### config.mk
export PLATFORM = sky130hd
export DESIGN_NAME = rtc_reg_window
export DESIGN_NICKNAME = d
export VERILOG_FILES = /design/src/rtl/rtc_reg_window_pkg.sv /design/src/rtl/rtc_reg_window_ctrl.sv /design/src/rtl/rtc_reg_window_dp.sv /design/src/rtl/rtc_reg_window.sv
export SDC_FILE = /design/constraint.sdc
export NUM_CORES = 1
export LEC_CHECK = 0
export ABC_AREA = 1
export BUFFER_PORTS_ARGS = -buffer_cell sky130_fd_sc_hd__clkbuf_2
export CAP_MARGIN = 5
export CORE_ASPECT_RATIO = 1.25
export CORE_MARGIN = 10
export CORE_UTILIZATION = 30
export CTS_BUF_LIST = sky130_fd_sc_hd__clkbuf_8
export CTS_CLUSTER_DIAMETER = 150
export DETAILED_ROUTE_END_ITERATION = 8
export GPL_ROUTABILITY_DRIVEN = 1
export PLACE_DENSITY = 0.48
export SLEW_MARGIN = 15
export SYNTH_ARGS = -nofsm -noshare
export SYNTH_HDL_FRONTEND = slang
export SYNTH_SLANG_ARGS = --single-unit
### constraint.sdc
create_clock -name clk -period 4.8 [get_ports clk]
set_input_delay 0.72 -clock clk [delete_from_list [all_inputs] [get_ports clk]]
set_output_delay 0.72 -clock clk [all_outputs]
set_load 0.02 [all_outputs]
### src/rtl/rtc_reg_window_pkg.sv
package rtc_reg_window_pkg;
  localparam int ADDR_W     = 6;
  localparam int BYTE_W     = 8;
  localparam int TIME_BYTES = 8;
  localparam int ALM_BYTES  = 16;
  localparam int CTL_BYTES  = 4;
  localparam int NV_BYTES   = ALM_BYTES + CTL_BYTES;
  localparam int NV_IDX_W   = $clog2(NV_BYTES + 12);

  typedef enum logic [2:0] {
    SEC_NONE = 3'd0,
    SEC_AL0  = 3'd1,
    SEC_AL1  = 3'd2,
    SEC_CTL  = 3'd3,
    SEC_TIME = 3'd4,
    SEC_STAT = 3'd5
  } sect_e;

  typedef struct packed {
    logic snap;
    logic clrBuf;
    logic bufWr;
    logic rdLoad;
    logic commit;
  } strobe_t;

  function automatic sect_e sectOf(input logic [ADDR_W-1:0] a);
    if (a[5:4] == 2'b00)        return a[3] ? SEC_AL1 : SEC_AL0;
    else if (a[5:2] == 4'b0100) return SEC_CTL;
    else if (a[5:3] == 3'b110)  return SEC_TIME;
    else if (a == 6'h3F)        return SEC_STAT;
    else                        return SEC_NONE;
  endfunction

  function automatic logic [ADDR_W-1:0] nextAddr(input logic [ADDR_W-1:0] a);
    case (sectOf(a))
      SEC_AL0, SEC_AL1, SEC_TIME: return {a[5:3], a[2:0] + 3'd1};
      SEC_CTL:                    return {a[5:2], a[1:0] + 2'd1};
      SEC_STAT:                   return a;
      default:                    return a + 6'd1;
    endcase
  endfunction
endpackage

### src/rtl/rtc_reg_window_ctrl.sv
module rtc_reg_window_ctrl
  import rtc_reg_window_pkg::*;
(
  input  logic              clk,
  input  logic              rst_n,
  input  logic              busStart,
  input  logic              busStop,
  input  logic              addrLoad,
  input  logic [ADDR_W-1:0] addrIn,
  input  logic              wrStrobe,
  input  logic [1:0]        statBits,
  input  logic              rdStrobe,
  output strobe_t           st,
  output logic [ADDR_W-1:0] ptr,
  output sect_e             bufSect,
  output logic              wel,
  output logic              rwel
);
  logic  opDead, firstDone, statusOp, bufAny;
  logic [1:0] statData;
  sect_e curSect;
  logic  accessOk;

  always_comb begin
    curSect   = sectOf(ptr);
    accessOk  = !opDead && !(firstDone && statusOp);
    st.snap   = busStart;
    st.clrBuf = busStart | busStop | addrLoad;
    st.bufWr  = wrStrobe && accessOk && (curSect != SEC_NONE);
    st.rdLoad = rdStrobe && accessOk;
    st.commit = busStop && bufAny && ((bufSect == SEC_STAT) || (wel && rwel));
  end

  always_ff @(posedge clk or negedge rst_n) begin
    if (!rst_n) begin
      ptr       <= '0;
      opDead    <= 1'b0;
      firstDone <= 1'b0;
      statusOp  <= 1'b0;
      bufAny    <= 1'b0;
      bufSect   <= SEC_NONE;
      statData  <= '0;
      wel       <= 1'b0;
      rwel      <= 1'b0;
    end else if (busStart || busStop) begin
      opDead    <= 1'b0;
      firstDone <= 1'b0;
      statusOp  <= 1'b0;
      bufAny    <= 1'b0;
      if (busStop && bufAny && bufSect == SEC_STAT) begin
        wel  <= statData[0];
        rwel <= statData[1] & statData[0] & wel;
      end
    end else if (addrLoad) begin
      ptr       <= addrIn;
      bufAny    <= 1'b0;
      firstDone <= 1'b0;
      statusOp  <= 1'b0;
    end else if ((wrStrobe || rdStrobe) && !opDead) begin
      if (firstDone && statusOp) begin
        opDead <= 1'b1;
      end else begin
        firstDone <= 1'b1;
        statusOp  <= (curSect == SEC_STAT);
        ptr       <= nextAddr(ptr);
        if (wrStrobe && curSect != SEC_NONE) begin
          bufAny  <= 1'b1;
          bufSect <= curSect;
          if (curSect == SEC_STAT) statData <= statBits;
        end
      end
    end
  end

  // the second protection level never stands without the first
  p_rwel_needs_wel_r5: assert property (@(posedge clk) disable iff (!rst_n)
    rwel |-> wel);

  // an access inside the time section keeps the pointer inside it
  p_time_wrap_r3: assert property (@(posedge clk) disable iff (!rst_n)
    (curSect == SEC_TIME && (wrStrobe || rdStrobe)) |=> (ptr[5:3] == 3'b110));

  // a terminated operation stays terminated until start or stop
  p_dead_holds_r4: assert property (@(posedge clk) disable iff (!rst_n)
    (opDead && !busStart && !busStop) |=> opDead);
endmodule

### src/rtl/rtc_reg_window_dp.sv
module rtc_reg_window_dp
  import rtc_reg_window_pkg::*;
(
  input  logic                         clk,
  input  logic                         rst_n,
  input  strobe_t                      st,
  input  logic [ADDR_W-1:0]            ptr,
  input  sect_e                        bufSect,
  input  logic                         wel,
  input  logic                         rwel,
  input  logic [BYTE_W-1:0]            wrData,
  input  logic [TIME_BYTES*BYTE_W-1:0] liveTime,
  input  logic [3:0]                   flagsIn,
  output logic [BYTE_W-1:0]            rdData,
  output logic                         rdValid,
  output logic                         commitStb,
  output logic [2:0]                   commitSect,
  output logic [TIME_BYTES-1:0]        commitMask,
  output logic [TIME_BYTES*BYTE_W-1:0] commitData
);
  logic [TIME_BYTES*BYTE_W-1:0] snapTime;
  logic [BYTE_W-1:0]            nvReg   [NV_BYTES];
  logic [BYTE_W-1:0]            bufData [TIME_BYTES];
  logic [TIME_BYTES-1:0]        bufMask;
  logic [NV_IDX_W-1:0]          nvIdx;
  logic [BYTE_W-1:0]            rdMux;
  sect_e                        rdSect;

  always_comb begin
    rdSect = sectOf(ptr);
    nvIdx  = (rdSect == SEC_CTL) ? NV_IDX_W'(ALM_BYTES + int'(ptr[1:0]))
                                 : NV_IDX_W'(ptr[3:0]);
    case (rdSect)
      SEC_AL0, SEC_AL1, SEC_CTL: rdMux = nvReg[nvIdx];
      SEC_TIME: rdMux = snapTime[{ptr[2:0], 3'b000} +: BYTE_W];
      SEC_STAT: rdMux = {flagsIn[3:1], 2'b00, rwel, wel, flagsIn[0]};
      default:  rdMux = '0;
    endcase
  end

  always_ff @(posedge clk or negedge rst_n) begin
    if (!rst_n) begin
      snapTime   <= '0;
      bufMask    <= '0;
      rdData     <= '0;
      rdValid    <= 1'b0;
      commitStb  <= 1'b0;
      commitSect <= '0;
      commitMask <= '0;
      commitData <= '0;
      for (int i = 0; i < NV_BYTES; i++) nvReg[i] <= '0;
      for (int i = 0; i < TIME_BYTES; i++) bufData[i] <= '0;
    end else begin
      if (st.snap) snapTime <= liveTime;
      if (st.clrBuf) bufMask <= '0;
      else if (st.bufWr) begin
        bufData[ptr[2:0]] <= wrData;
        bufMask[ptr[2:0]] <= 1'b1;
      end
      rdValid <= st.rdLoad;
      if (st.rdLoad) rdData <= rdMux;
      commitStb <= st.commit;
      if (st.commit) begin
        commitSect <= bufSect;
        commitMask <= bufMask;
        for (int i = 0; i < TIME_BYTES; i++) begin
          commitData[i*BYTE_W +: BYTE_W] <= bufData[i];
          if (bufMask[i]) begin
            if (bufSect == SEC_AL0)      nvReg[i] <= bufData[i];
            else if (bufSect == SEC_AL1) nvReg[8+i] <= bufData[i];
          end
        end
        for (int i = 0; i < CTL_BYTES; i++)
          if (bufMask[i] && bufSect == SEC_CTL) nvReg[ALM_BYTES+i] <= bufData[i];
      end
    end
  end

  // the time copy moves only on a start
  p_snap_hold_r7: assert property (@(posedge clk) disable iff (!rst_n)
    !st.snap |=> $stable(snapTime));

  // no protected section is committed while locked
  p_locked_commit_r5: assert property (@(posedge clk) disable iff (!rst_n)
    (commitStb && commitSect != 3'(SEC_STAT)) |-> (wel && rwel));

  // undefined addresses read as zero
  p_undef_zero_r2: assert property (@(posedge clk) disable iff (!rst_n)
    (rdValid && $past(sectOf(ptr) == SEC_NONE)) |-> (rdData == 8'h00));
endmodule

### src/rtl/rtc_reg_window.sv
module rtc_reg_window
  import rtc_reg_window_pkg::*;
(
  input  logic        clk,
  input  logic        rst_n,
  input  logic        busStart,
  input  logic        busStop,
  input  logic        addrLoad,
  input  logic [5:0]  addrIn,
  input  logic        wrStrobe,
  input  logic [7:0]  wrData,
  input  logic        rdStrobe,
  input  logic [63:0] liveTime,
  input  logic [3:0]  flagsIn,
  output logic [7:0]  rdData,
  output logic        rdValid,
  output logic        commitStb,
  output logic [2:0]  commitSect,
  output logic [7:0]  commitMask,
  output logic [63:0] commitData
);
  strobe_t           st;
  logic [ADDR_W-1:0] ptr;
  sect_e             bufSect;
  logic              wel, rwel;

  rtc_reg_window_ctrl u_ctrl (
    .clk(clk), .rst_n(rst_n), .busStart(busStart), .busStop(busStop),
    .addrLoad(addrLoad), .addrIn(addrIn), .wrStrobe(wrStrobe),
    .statBits(wrData[2:1]), .rdStrobe(rdStrobe), .st(st), .ptr(ptr),
    .bufSect(bufSect), .wel(wel), .rwel(rwel)
  );

  rtc_reg_window_dp u_dp (
    .clk(clk), .rst_n(rst_n), .st(st), .ptr(ptr), .bufSect(bufSect),
    .wel(wel), .rwel(rwel), .wrData(wrData), .liveTime(liveTime),
    .flagsIn(flagsIn), .rdData(rdData), .rdValid(rdValid),
    .commitStb(commitStb), .commitSect(commitSect),
    .commitMask(commitMask), .commitData(commitData)
  );

  // input assumption: one bus event per cycle
  p_single_event: assert property (@(posedge clk) disable iff (!rst_n)
    $onehot0({busStart, busStop, addrLoad, wrStrobe, rdStrobe}));

  // a commit pulse follows a stop
  p_commit_after_stop_r6: assert property (@(posedge clk) disable iff (!rst_n)
    commitStb |-> $past(busStop));
endmodule

==> results_dict.tcl <==
set metrics [dict create \
    cts_resized 0 \
    setup_total_negative_slack_ns 0 \
    grt_first_pass_wirelength_um 88500 \
    finalCriticalPeriod_ns 3.29 \
    holdCritPathClass "in2async" \
    die_h_um 289 \
    grt_overflow_total 0 \
    unique_cell_type_count_in_the_yosys_netlist 28 \
    switching_share_pct 35.2 \
    route.detailed.wl_per_inst_um 18.9 \
    crit_fanout 27 \
    crit_buf_inv 3 \
    holdBufCountCts 0 \
    netlist_instances 2089 \
    worstRegToRegCells 12 \
    combinationalPowerShare_pct 23.9 \
    grt_start_max_net_pins 110 \
    maxCapViolCount 0 \
    vias 14316 \
    timing.final.max_slew_violations 0 \
    worstSkewPairLatency_ns 0.64 \
    post_drt_via_cell_ratio 4.73 \
    groute.usage.overall_pct 16.7 \
    sequentialPowerShare_pct 43.6 \
    result_of_the_run "finished, final reports clean" \
    core-area_um2 57300 \
    most_frequent_cell_on_the_critical_path "sky130_fd_sc_hd__nand2_1" \
    critical_path_arrival_ns 3.79 \
    tritoncts "done" \
    ant_nets 0 \
    netSwitchingPower_w 0.00323 \
    numCtsBuffers 69 \
    finalNetCount 2325 \
    worstPathRequired_ns 5.30 \
    grt_antenna_before_repair 1 \
    fin_skew_ns 0.0295 \
    grt_setup_unrepaired "false" \
    drive_above_1_share_pct 15.5 \
    die_area_um2 68000 \
    rrSetupSlack_ns 1.51 \
    synth.yosys.seq_area_share_pct 57.3 \
    cts_htree_levels 3 \
    gpl.final_weighted_congestion 0.905 \
    postSynth.topFlopCell "sky130_fd_sc_hd__dfrtp_1" \
    synth-warning-count 0 \
    ys_seq_elements 398 \
    drtPass1Iterations 8 \
    core.rowCount 98 \
    placement.io_buffers 173 \
    max_freq_mhz 304 \
    family_with_the_most_delay_on_the_worst_path "simple AND/OR/NAND/NOR gates" \
    clock_tree.root_cell "sky130_fd_sc_hd__clkbuf_8" \
    measured_slew_at_the_worst_slew_check_pin_ns 1.04 \
    synthArstFlopShare_pct 100 \
    dp.final_hpwl_um 40500 \
    cts.sink_count 398 \
    cp-end-kind "flip-flop" \
    worstPathCellList "inv_2 -> nand2_1 -> nor2_1 -> nor2_1 -> nand2_1 -> inv_1 -> nand2_1 -> nand2_2 -> inv_1 -> nand2_1 -> nand2_1 -> nand2_1" \
    post_synth_instance_area_um2 17400 \
    areaGrowthSynthToFinish_pct 16.1 \
    crit_path_start_kind "flip-flop" \
    floorplan.die.width_um 235 \
    drt_first_iter_violations 1446 \
    wirelength_um 57100 \
    initial_utilization_pct 30.4 \
    post-layout-total-power_w 0.00918 \
    cts-root-to-sink-buffers 3 \
    floorplan.io_pins 174 \
    power_report.internal_total_w 0.00594 \
    drc 0 \
    critical-path-slowest-cell "sky130_fd_sc_hd__dfrtp_1" \
    postSynthNetCount 2179 \
    r2r-end "u_dp.bufData[19]$_DFFE_PN0P_" \
    power.share.clock_pct 32.5 \
    clk_transition_reported_paths_ns 0.06 \
    postCtsSetupRepairBufs 0 \
    slew_hr_pct 30.2 \
    crit_path_max_incr_delay_ns 0.63 \
    timing.setup.critical_path_class "reg2reg" \
    syn-mean-instance-area_um2 8.32 \
    vdd_drop_max_v 0.000226 \
    final-hold-violation-count 0 \
    synth-edff-count 0 \
    critical_path.reg2reg.startpoint "u_ctrl.ptr[2]$_DFFE_PN0P_" \
    timing.final.setup_violations 0 \
    cellLeakagePower_nw 9.96 \
    first_global_vias 14263 \
    min_period_over_period_pct 68.5 \
    cellPowerDensity_nw_per_um2 454 \
    hold-worst-slack_ns 0.156 \
]
through the flow:
step           utilization [%]  setup WS (ns)  std cells  cell area (um^2)
6_report                  35.3           1.51       3024             20200
5_1_grt                   35.3           1.17       3024             20200
4_1_cts                   35.3           1.55       3023             20200
3_5_place_dp              33.0           1.44       2914             18900
3_3_place_gp              33.0           1.40       2914             18900
2_1_floorplan                -           2.75       2089             17400
cell usage after synthesis (2+ instances only):
cell,instances,share of area [%]
sky130_fd_sc_hd__a21oi_1,15,0.43
sky130_fd_sc_hd__buf_1,8,0.17
sky130_fd_sc_hd__buf_2,21,0.60
sky130_fd_sc_hd__clkbuf_1,82,1.8
sky130_fd_sc_hd__clkbuf_2,2,0.058
sky130_fd_sc_hd__clkinv_1,3,0.065
sky130_fd_sc_hd__dfrtp_1,398,57
sky130_fd_sc_hd__inv_1,178,3.8
sky130_fd_sc_hd__mux2_2,32,2.1
sky130_fd_sc_hd__nand2_1,694,15
sky130_fd_sc_hd__nand2_2,2,0.072
sky130_fd_sc_hd__nand3_1,152,4.4
sky130_fd_sc_hd__nand3b_1,5,0.22
sky130_fd_sc_hd__nor2_1,103,2.2
sky130_fd_sc_hd__nor3_1,2,0.058
sky130_fd_sc_hd__o21ai_0,345,9.9
sky130_fd_sc_hd__o22ai_1,6,0.22
sky130_fd_sc_hd__or2_2,31,1.1
power by group through the flow:
stage	sequential, W	clock [W]	combinational [W]
6_report	0.00400	0.00298	0.00219
4_1_cts	0.00400	0.00310	0.00224
2_1_floorplan	0.00418	0	0.00112
3_5_place_dp	0.00406	0	0.00223
5_1_grt	0.00406	0.00324	0.00244
3_3_place_gp	0.00405	0	0.00221
flip-flops by register name, summed over array words and instances, names as in the netlist:
name	count
u_dp.snapTime	64
u_ctrl.opDead	1
u_ctrl.bufSect	3
u_dp.commitMask	8
u_dp.commitSect	3
u_dp.bufMask	8
u_dp.bufData	64
u_dp.rdData	8
u_ctrl.bufAny	1
u_ctrl.statData	2
u_dp.rdValid	1
u_ctrl.wel	1
u_ctrl.ptr	6
u_dp.commitStb	1
u_ctrl.rwel	1
u_dp.commitData	64
u_dp.nvReg	160
u_ctrl.statusOp	1
u_ctrl.firstDone	1
cells in the final DEF (no fill, tap or decap), types with 2 or more instances in the layout:
cell	n
sky130_fd_sc_hd__dfrtp_1	396
sky130_fd_sc_hd__o22ai_1	6
sky130_fd_sc_hd__buf_4	13
sky130_fd_sc_hd__mux2_2	32
sky130_fd_sc_hd__a21oi_1	15
sky130_fd_sc_hd__nand3_1	152
sky130_fd_sc_hd__or2_2	31
sky130_fd_sc_hd__clkbuf_8	85
sky130_fd_sc_hd__clkinvlp_4	3
sky130_fd_sc_hd__inv_1	194
sky130_fd_sc_hd__inv_2	2
sky130_fd_sc_hd__clkinv_2	4
sky130_fd_sc_hd__o21ai_0	345
sky130_fd_sc_hd__buf_12	3
sky130_fd_sc_hd__clkinv_1	2
sky130_fd_sc_hd__nor3_1	2
sky130_fd_sc_hd__nand3b_1	5
sky130_fd_sc_hd__nand2_1	694
sky130_fd_sc_hd__nor2_1	103
sky130_fd_sc_hd__clkbuf_2	171
per-layer routing:
layer	global-route usage [%]	wire length, um	part of all wire [%]	vias up
li1	-	-	-	6918
met1	21.8	25700	45	6874
met2	27.1	26600	47	443
met3	3.34	3370	5.9	81
met4	6.00	1380	2.4	0
met5	0	0	0	-
cell families (layout without fill, tap and decap cells):
logic type	after synthesis	in the layout	share of synthesized area [%]
AO/OA/AOI/OAI	369	369	10.7
XOR/XNOR	1	1	0.0504
adder cells (fa/ha/maj)	1	1	0.0720
buffers and inverters	296	480	6.58
flip-flops	398	398	57.3
multiplexers	32	32	2.07
other	0	1	0
AND/OR/NAND/NOR	992	992	23.2
worst max-delay path by stage:
stage	startpoint	end	slack, ns	cells past startpoint
3_3_place_gp	busStart	u_dp.bufData[23]$_DFFE_PN0P_	1.40	9
4_1_cts	u_ctrl.ptr[2]$_DFFE_PN0P_	u_dp.bufData[19]$_DFFE_PN0P_	1.55	12
3_5_place_dp	busStart	u_dp.bufData[19]$_DFFE_PN0P_	1.44	9
6_report	u_ctrl.ptr[2]$_DFFE_PN0P_	u_dp.bufData[19]$_DFFE_PN0P_	1.51	12
2_1_floorplan	busStart	u_dp.bufData[40]$_DFFE_PN0P_	2.75	8
5_1_grt	u_ctrl.ptr[2]$_DFFE_PN0P_	u_dp.bufData[19]$_DFFE_PN0P_	1.17	12
area by class of cell:
type	instances	area, um^2
fillers	6041	37100
flip-flops and latches	398	9960
multi-input cells	1395	6290
clock buffers	85	1170
repair buffers	189	1030
well taps	750	938
inverters	182	683
clock inverters	24	111
diodes	1	2.50
worst register-to-register path, delay by kind of cell, from the launching register on:
family / cells / cell delay, ns
simple gates: 9 / 1.29
buf+inv: 3 / 1.21
flops: 1 / 0.63
(Power assumes the default switching activity.)
